File: src/rtl/conv_enc_pkg.sv
package conv_enc_pkg;
  localparam int CODE_W = 2;

  typedef struct packed {
    logic clear;
    logic advance;
    logic serSecond;
  } enc_strobe_t;
endpackage

File: src/rtl/conv_enc_ctrl.sv
module conv_enc_ctrl
  import conv_enc_pkg::*;
#(
  parameter bit SERIAL_OUT = 1'b1
) (
  input  logic        clk,
  input  logic        rst,
  input  logic        inValid,
  output enc_strobe_t strobes,
  output logic        outValid,
  output logic        serValid
);
  logic validQ;
  logic serSecondW;

  always_ff @(posedge clk) begin
    if (rst) validQ <= 1'b0;
    else     validQ <= inValid;
  end

  assign outValid = validQ;

  generate
    if (SERIAL_OUT) begin : g_ser
      logic pendQ;
      always_ff @(posedge clk) begin
        if (rst) pendQ <= 1'b0;
        else     pendQ <= validQ;
      end
      // a fresh word takes the serial slot over a pending second bit
      assign serSecondW = pendQ & ~validQ;
      assign serValid   = validQ | pendQ;

      // a lone second serial bit is always preceded by a word
      p_ser_origin_r8: assert property (@(posedge clk) disable iff (rst)
        (serValid && !outValid) |-> $past(outValid));
    end else begin : g_noser
      assign serSecondW = 1'b0;
      assign serValid   = 1'b0;
    end
  endgenerate

  assign strobes = '{clear: rst, advance: inValid & ~rst, serSecond: serSecondW};

  // one-cycle word latency
  p_valid_follows_r1: assert property (@(posedge clk) disable iff (rst)
    inValid |=> outValid);
  p_valid_idle_r1: assert property (@(posedge clk) disable iff (rst)
    !inValid |=> !outValid);
  // outputs quiet after a reset edge
  p_reset_quiet_r4: assert property (@(posedge clk)
    rst |=> (!outValid && !serValid));
endmodule

File: src/rtl/conv_enc_datapath.sv
module conv_enc_datapath
  import conv_enc_pkg::*;
#(
  parameter int K          = 7,
  parameter int COL_W      = 2,
  parameter bit SERIAL_OUT = 1'b1
) (
  input  logic              clk,
  input  enc_strobe_t       strobes,
  input  logic              inBit,
  input  logic              wrEn,
  input  logic [K-1:0]      wrAddr,
  input  logic [CODE_W-1:0] wrData,
  output logic [CODE_W-1:0] outCode,
  output logic              serBit
);
  localparam int ST_W     = K - 1;
  localparam int ROW_W    = K - COL_W;
  localparam int ROWS     = 1 << ROW_W;
  localparam int COLS     = 1 << COL_W;
  localparam int ROW_BITS = CODE_W * COLS;

  logic [ST_W-1:0]          stateQ;
  logic [CODE_W-1:0]        codeQ;
  logic [K-1:0]             addr;
  logic [ROW_W-1:0]         rowTag;
  logic [COL_W-1:0]         colTag;
  logic [ROW_W-1:0]         wrRow;
  logic [COL_W-1:0]         wrCol;
  logic [ROWS*ROW_BITS-1:0] rowsFlat;
  logic [ROW_BITS-1:0]      selRow;
  logic [CODE_W-1:0]        entry;

  assign addr   = {inBit, stateQ};
  assign rowTag = addr[K-1:COL_W];
  assign colTag = addr[COL_W-1:0];
  assign wrRow  = wrAddr[K-1:COL_W];
  assign wrCol  = wrAddr[COL_W-1:0];

  // one storage row per row tag; each row holds every column entry
  generate
    for (genvar r = 0; r < ROWS; r++) begin : g_row
      logic [ROW_BITS-1:0] rowQ;
      always_ff @(posedge clk) begin
        if (wrEn && (wrRow == ROW_W'(r)))
          rowQ[int'(wrCol)*CODE_W +: CODE_W] <= wrData;
      end
      assign rowsFlat[r*ROW_BITS +: ROW_BITS] = rowQ;
    end
  endgenerate

  // row select, then column select
  assign selRow = rowsFlat[int'(rowTag)*ROW_BITS +: ROW_BITS];
  assign entry  = selRow[int'(colTag)*CODE_W +: CODE_W];

  always_ff @(posedge clk) begin
    if (strobes.clear) begin
      stateQ <= '0;
      codeQ  <= '0;
    end else if (strobes.advance) begin
      stateQ <= {inBit, stateQ[ST_W-1:1]};
      codeQ  <= entry;
    end
  end

  assign outCode = codeQ;

  generate
    if (SERIAL_OUT) begin : g_ser
      assign serBit = strobes.serSecond ? codeQ[1] : codeQ[0];
    end else begin : g_noser
      assign serBit = 1'b0;
    end
  endgenerate

  // history cleared by reset
  p_state_clear_r4: assert property (@(posedge clk)
    strobes.clear |=> (stateQ == '0));
  // history moves only on accepted bits, newest at the top
  p_state_hold_r3: assert property (@(posedge clk) disable iff (strobes.clear)
    !strobes.advance |=> $stable(stateQ));
  p_state_shift_r3: assert property (@(posedge clk) disable iff (strobes.clear)
    strobes.advance |=> (stateQ[ST_W-1] == $past(inBit)));
  // coded word held while idle
  p_code_hold_r7: assert property (@(posedge clk) disable iff (strobes.clear)
    !strobes.advance |=> $stable(codeQ));
endmodule

File: src/rtl/lut_conv_encoder.sv
module lut_conv_encoder
  import conv_enc_pkg::*;
#(
  parameter int K          = 7,
  parameter int COL_W      = 2,
  parameter bit SERIAL_OUT = 1'b1
) (
  input  logic         clk,
  input  logic         rst,
  input  logic         inValid,
  input  logic         inBit,
  input  logic         wrEn,
  input  logic [K-1:0] wrAddr,
  input  logic [1:0]   wrData,
  output logic         outValid,
  output logic [1:0]   outCode,
  output logic         serValid,
  output logic         serBit
);
  enc_strobe_t strobes;

  conv_enc_ctrl #(.SERIAL_OUT(SERIAL_OUT)) u_ctrl (
    .clk      (clk),
    .rst      (rst),
    .inValid  (inValid),
    .strobes  (strobes),
    .outValid (outValid),
    .serValid (serValid)
  );

  conv_enc_datapath #(.K(K), .COL_W(COL_W), .SERIAL_OUT(SERIAL_OUT)) u_dp (
    .clk     (clk),
    .strobes (strobes),
    .inBit   (inBit),
    .wrEn    (wrEn),
    .wrAddr  (wrAddr),
    .wrData  (wrData),
    .outCode (outCode),
    .serBit  (serBit)
  );
endmodule

File: config.mk
export PLATFORM = sky130hd
export DESIGN_NAME = lut_conv_encoder
export DESIGN_NICKNAME = d
export VERILOG_FILES = /design/src/rtl/conv_enc_pkg.sv /design/src/rtl/conv_enc_ctrl.sv /design/src/rtl/conv_enc_datapath.sv /design/src/rtl/lut_conv_encoder.sv
export SDC_FILE = /design/constraint.sdc
export NUM_CORES = 1
export LEC_CHECK = 0
export BUFFER_PORTS_ARGS = -buffer_cell sky130_fd_sc_hd__buf_2
export CAP_MARGIN = 0
export CORE_MARGIN = 1
export CORE_UTILIZATION = 45
export DETAILED_ROUTE_END_ITERATION = 6
export HOLD_SLACK_MARGIN = 0.03
export RECOVER_POWER = 50
export SETUP_SLACK_MARGIN = 0.4
export SLEW_MARGIN = 20
export SYNTH_ARGS = -nofsm -noshare
export SYNTH_HDL_FRONTEND = slang
export SYNTH_HIERARCHICAL = 1
export SYNTH_SLANG_ARGS = --single-unit
export TNS_END_PERCENT = 10
File: constraint.sdc
create_clock -name clk -period 3.3 [get_ports clk]
set_input_delay 0.165 -clock clk [delete_from_list [all_inputs] [get_ports clk]]
set_output_delay 0.165 -clock clk [all_outputs]
set_load 0.05 [all_outputs]
==> results by group, run 1 <==
Hold path
  – Hold_sp: inBit
  – Hold Path Depth: 3
  – Hold Path Class: in2reg
  – Hold Path End: u_dp/stateQ[5]

Critical path
  – Critical path class: reg2reg
  – R2R Path End: u_dp/outCode[1]
  – Worst-path fanout max: 23
  – Reg2reg path depth: 7
  – Reg2reg start: u_dp/stateQ[2]
  – Critical Path RT: 3.73 ns
  – Crit end category: flip-flop
  – Reg2Reg Setup Slack: 0.82 ns
  – CP Launch Type: flip-flop
  – Worst EP arrival: 2.91 ns

Global route
  – Largest net degree at the start of global routing: 33
  – Vias in the first global route: 6310
  – Initial antenna violation count: 0
  – Tot GR Track Use: 20.3%
  – Grt total ovfl: 0
  – Global-route wire length before repair: 38.7 mm

Synth
  – Most numerous cell in the Yosys netlist: edfxtp_1
  – Post-Syn Area: 0.0114 mm²
  – Distinct cells, synth: 35
  – Post-synth EDFFs: 256
  – Synth cell count leaders: edfxtp_1 (256), and2_1 (129), nor2_1 (53)
  – Top cell type's share of synthesized area: 67.4%
  – Ys async rst share: 0%
  – #FFs+latches synth: 266
  – Sequential share of the synthesized area: 69.2%
  – Syn Area/Cell: 16.5 µm²
  – Most used DFF post-synth: edfxtp_1
  – Largest cells by area after synthesis: edfxtp_1 (67%), mux4_2 (9.5%), and2_1 (7.1%)
  – Synth Net Count: 709
  – Synthesis warning total: 6
  – Synth area leader: edfxtp_1
  – Syn Inst Count: 691

Final layout
  – Nets@finish: 736
  – Area delta synth->final: 12.0%
  – ANT cells: 0
  – Layout cells sized above 1: 18.8%

STA
  – Setup TNS Final: 0 ns
  – RSZ-0062 raised after global routing: false
  – Tmin final: 2.48 ns
  – Hold slack: 0.0679 ns
  – Max Slew Vio Count: 0
  – Slew of the pin with the lowest slew margin: 1.46 ns
  – Slew headroom: 2.59%
  – Fmax: 403 MHz
  – Period utilisation layout: 75.2%
  – Setup-failing EPs final: 0
  – Skew final: 0.00696 ns
  – Hold Fails Final Rpt: 0

Clock network
  – CTS Buf Count: 28
  – Clock latency on the worst-skew pair: 0.54 ns
  – TritonCTS clock tree: built
  – Clock buffer depth: 3
  – Htree depth: 1
  – Total clock sinks: 266
  – Root Driver: clkbuf_16
  – Worst-path clk slew: 0.06 ns
  – Resized Gates After CTS: 0

Die
  – Row Count: 57
  – CORE AREA: 0.0246 mm²
  – Die area: 0.0260 mm²
  – I/O pins: 19
  – Die X: 161 µm
  – Die H: 161 µm
  – Starting density of the core: 46.3%

Flow run
  – Max cap viols: 0

Route
  – Wire per inst: 24.0 µm
  – Via/cell ratio: 5.69
  – Total Routed Length: 25.5 mm
  – Number of nets with antenna violations after routing: 0
  – Initial drt markers: 574
  – First-pass DRT Iterations: 7
  – Remaining DRCs: 0
  – Vias: 6046

Run status
  – Status: finished clean

Power
  – VDD IR max: 367 µV
  – Pwr dens: 551 mW/mm²
  – LEAKAGE: 0.00348 µW

Placement
  – Dpl hpwl: 17.6 mm
  – Placer congestion estimate: 0.884
  – PortBufs: 18
-- logic make-up after synthesis --
| group | Yosys count | share of synthesized area, % |
|---|---|---|
| DFF | 266 | 69.2 |
| and+or+nand+nor | 252 | 12.0 |
| muxes | 81 | 13.7 |
| AOI/OAI and AO/OA | 44 | 2.74 |
| adders and majority gates | 4 | 0.439 |
| buffers and inverters | 44 | 1.89 |
-- report_power, final --
part	leakage [µW]	switching (µW)	total [µW]	internal, µW
sequential	0.00192	9.42	3710	3700
clock	0.000461	1250	3110	1860
combinational	0.00109	151	203	52.0
-- critical path, stage by stage, from the launching register on --
cell,delay (ns)
dfxtp_4,0.64
buf_12,0.27
mux4_1,0.58
a22oi_1,0.24
nand2_1,0.09
a22oi_1,0.22
nand4_1,0.10
and3_1,0.21
-- worst max path at each step --
stage	start	endpoint	slack (ns)	cells after the start
after global routing	u_dp/stateQ[2]	u_dp/outCode[1]	0.64	7
after detailed placement	u_dp/stateQ[2]	u_dp/outCode[1]	0.82	7
after floorplan	wrAddr[0]	u_dp/g_row[0].rowQ[6]	0.89	4
final	u_dp/stateQ[2]	u_dp/outCode[1]	0.82	7
after global placement	u_dp/stateQ[2]	u_dp/outCode[1]	0.84	6
after CTS	u_dp/stateQ[2]	u_dp/outCode[1]	0.81	7
-- layer usage --
metal | track usage, % | part of all wire, % | routed length (µm)
met5 | 0 | 0 | 0
met4 | 5.45 | 2.4 | 613
met3 | 3.39 | 6.0 | 1520
met2 | 33.9 | 49 | 12600
met1 | 27.6 | 42 | 10800
-- cell type report --
type	count	area (µm²)
clock buffer	37	806
timing repair buffer	39	228
fill	2055	11800
tap	324	405
multi-input combinational	381	3300
sequential	266	7900
clock inverter	14	123
inverter	2	7.51
-- layout by cell type (no fill, tap or decap), types with 5 or more instances in the layout --
cell       count
a22oi_1       22
buf_4          7
and2_0        20
o22ai_1        6
clkbuf_1      15
buf_2         16
nand4_1        5
mux2_2        17
clkinv_2       7
and2_1       109
mux4_2        48
mux2i_1        8
nor2_1        53
clkbuf_16     29
mux4_1         8
edfxtp_1     256
clkbuf_8       5
nand3_1        6
nand2_1       25
nand2b_1      10
nor2b_1       16
dfxtp_1        8
-- metrics by stage --
| step | area (µm²) | utilization [%] | power, µW | std cells | worst slack [ns] |
|---|---|---|---|---|---|
| floorplan | 11400 | - | 3900 | 691 | 0.891 |
| global placement | 11900 | 48.2 | 3980 | 1009 | 0.840 |
| detailed placement | 11900 | 48.2 | 3990 | 1009 | 0.824 |
| CTS | 12800 | 52.1 | 7090 | 1063 | 0.811 |
| global route | 12800 | 51.9 | 7230 | 1063 | 0.637 |
| finish | 12800 | 51.9 | 7030 | 1063 | 0.817 |
-- timing repair --
item,CTS,global route
setup buffers,0,0
hold endpoints to repair,8,0
setup endpoints to repair,0,0
hold buffers,3,0
-- state kept, by name, summed over array words and instances (netlist names) --
name	cells
u_dp/stateQ	6
u_dp/g_row.rowQ	256
u_dp/outCode	2
u_ctrl/g_ser.pendQ	1
u_ctrl/outValid	1
Power figures use the tool's default switching activity.
==> inputs of run 2 (changes only) <==
Clock period 3.3 ns to 2.43 ns, I/O delays scaled along.
==> results by group, run 2 (synthesis results as in run 1) <==
Run status
  – Status: finished clean

Final layout
  – Most frequent cells in the layout: edfxtp_1 (256), and2_1 (81), nor2_1 (52)
  – Fill cell count: 1981 (-3.6%)
  – Max reg flops: 256 (unchanged)
  – Util after Layout: 53.2% (+1.4 points)
  – Area delta synth->final: 14.9%
  – Non-Filler Instances: 1083 (+1.9%)
  – Most common cell after layout, fill and taps aside: edfxtp_1
  – Largest register by flop count: u_dp/g_row.rowQ
  – ANT cells: 0 (unchanged)
  – Nets@finish: 755 (+2.6%)
  – Layout cells sized above 1: 23.1% (+4.2 points)

Clock network
  – Worst-path clk slew: 0.06 ns (about the same)
  – Root Driver: clkbuf_16
  – CTS Buf Count: 28 (unchanged)
  – Clock buffer depth: 3 (unchanged)
  – Clock latency on the worst-skew pair: 0.53 ns (about the same)
  – Total clock sinks: 266 (unchanged)
  – Htree depth: 1 (unchanged)
  – TritonCTS clock tree: built

STA
  – Setup TNS Final: 0 ns (unchanged)
  – Fmax: 480 MHz
  – Skew final: 0.00860 ns (+0.00164 ns)
  – Max Slew Vio Count: 0 (unchanged)
  – RSZ-0062 raised after global routing: true
  – Slew of the pin with the lowest slew margin: 1.43 ns (-0.0271 ns)
  – Slew headroom: 4.40% (+1.8 points)
  – Hold slack: 0.265 ns (+0.197 ns)
  – Hold Fails Final Rpt: 0 (unchanged)
  – Tmin final: 2.09 ns
  – Period utilisation layout: 85.8%
  – Setup-failing EPs final: 0 (unchanged)

Hold path
  – Hold Path Class: in2reg
  – Hold Path Depth: 4 (+1)
  – Hold_sp: wrData[0]

Die
  – Starting density of the core: 46.3% (unchanged)
  – Die area: 0.0260 mm² (unchanged)
  – Die X: 161 µm (unchanged)
  – CORE AREA: 0.0246 mm² (unchanged)
  – Row Count: 57 (unchanged)
  – Die H: 161 µm (unchanged)
  – I/O pins: 19 (unchanged)

Critical path
  – Worst Setup SP: wrAddr[0]
  – Crit end category: flip-flop
  – Critical Path RT: 2.55 ns (-1.18 ns)
  – Critical path class: in2reg
  – CP Launch Type: input pin
  – Worst-path fanout max: 32 (+39%)
  – Reg2reg start: u_dp/stateQ[2]
  – Worst EP arrival: 2.21 ns (-0.70 ns)
  – Reg2reg path depth: 8 (+1)

Power
  – Reg power frac: 54.4% (+1.6 points)
  – Power Internal: 7370 µW (+31%)
  – VDD IR max: 454 µV (+24%)
  – Switching Share: 20.3% (+0.23 points)
  – Pwr dens: 706 mW/mm² (+28%)
  – Net Sw Power: 1880 µW (+33%)
  – LEAKAGE: 0.00358 µW (+3.0%)
  – Clock share of power: 42.3% (-2.0 points)
  – Total power: 9250 µW (+32%)
  – Combinational share of power: 3.3% (+0.4 points)

Route
  – Remaining DRCs: 0 (unchanged)
  – First-pass DRT Iterations: 5 (-2)
  – Wire per inst: 24.0 µm (-0.22%)
  – Vias: 6111 (+1.1%)
  – Total Routed Length: 25.9 mm (+1.7%)
  – Via/cell ratio: 5.64 (-0.79%)
  – Number of nets with antenna violations after routing: 0 (unchanged)
  – Initial drt markers: 533 (-7.1%)

Flow run
  – Max cap viols: 0 (unchanged)

Placement
  – Placer congestion estimate: 0.839 (-5.0%)
  – PortBufs: 18 (unchanged)
  – Dpl hpwl: 17.8 mm (+0.94%)
  – Post-Place Cells: 1016 (+0.69%)

Global route
  – Tot GR Track Use: 20.8% (+0.55 points)
  – Vias in the first global route: 6481 (+2.7%)
  – Largest net degree at the start of global routing: 33 (unchanged)
  – Initial antenna violation count: 0 (unchanged)
  – Global-route wire length before repair: 39.8 mm (+3.0%)
  – Grt total ovfl: 0 (unchanged)
[run 2: cell types whose count changed in the layout (fill, tap and decap cells not counted), sizes merged]
cell / previous run / this run
bufbuf: 0 / 1
clkbuf: 49 / 44
clkinvlp: 1 / 0
clkinv: 11 / 17
dlygate4sd3: 3 / 4
buf: 24 / 43
bufinv: 2 / 1
[run 2: worst paths after layout]
path                                 end  slack, ns
setup / recovery   u_dp/g_row[0].rowQ[6]       0.34
setup reg to reg         u_dp/outCode[0]       0.34
hold reg to reg       u_ctrl/g_ser.pendQ       0.50
hold / removal    u_dp/g_row[11].rowQ[0]       0.26
[run 2: critical path: stages]
cell and delay (ns):
clkbuf_1 0.24, inv_1 0.15, ha_1 0.36, nor3_1 0.24, clkbuf_1 1.07
[run 2: repair_timing]
item | CTS | global route
endpoints found under the setup margin | 2 | 2
endpoints found under the hold margin | 8 | 0
buffers inserted | 9 | 0
gates resized for setup | 24 | 10
gates cloned | 2 | 0
pin swaps | 13 | 5
hold buffers | 4 | 0
[run 2: through the flow]
step                setup slack [ns]  area (µm²)
finish                         0.345       13100
global route                   0.164       13100
CTS                            0.363       13100
detailed placement             0.212       12000
global placement               0.192       12000
floorplan                     0.0649       11400
[run 2: layout make-up]
class / instances / area, µm² / area share, %
well taps: 324 / 405 / 3.09
clock buffers: 34 / 744 / 5.68
flip-flops and latches: 266 / 7900 / 60.3
repair buffers: 58 / 537 / 4.10
multi-input cells: 381 / 3410 / 26.0
clock inverters: 18 / 98.8 / 0.755
inverters: 2 / 7.51 / 0.0573
[run 2: metal layers]
layer	GRT usage [%]	up-vias	part of all wire, %
met4	4.59	0	2.0
met2	35.9	176	50
met3	3.08	38	5.1
met1	28.1	3162	43
li1	-	2735	-
met5	0	-	0
[run 2: power groups by stage]
stage	clock [µW]	combinational, µW	sequential, µW
floorplan	0	160	5140
global placement	0	276	5130
detailed placement	0	287	5130
CTS	3970	302	5030
global route	4160	329	5040
finish	3910	305	5040
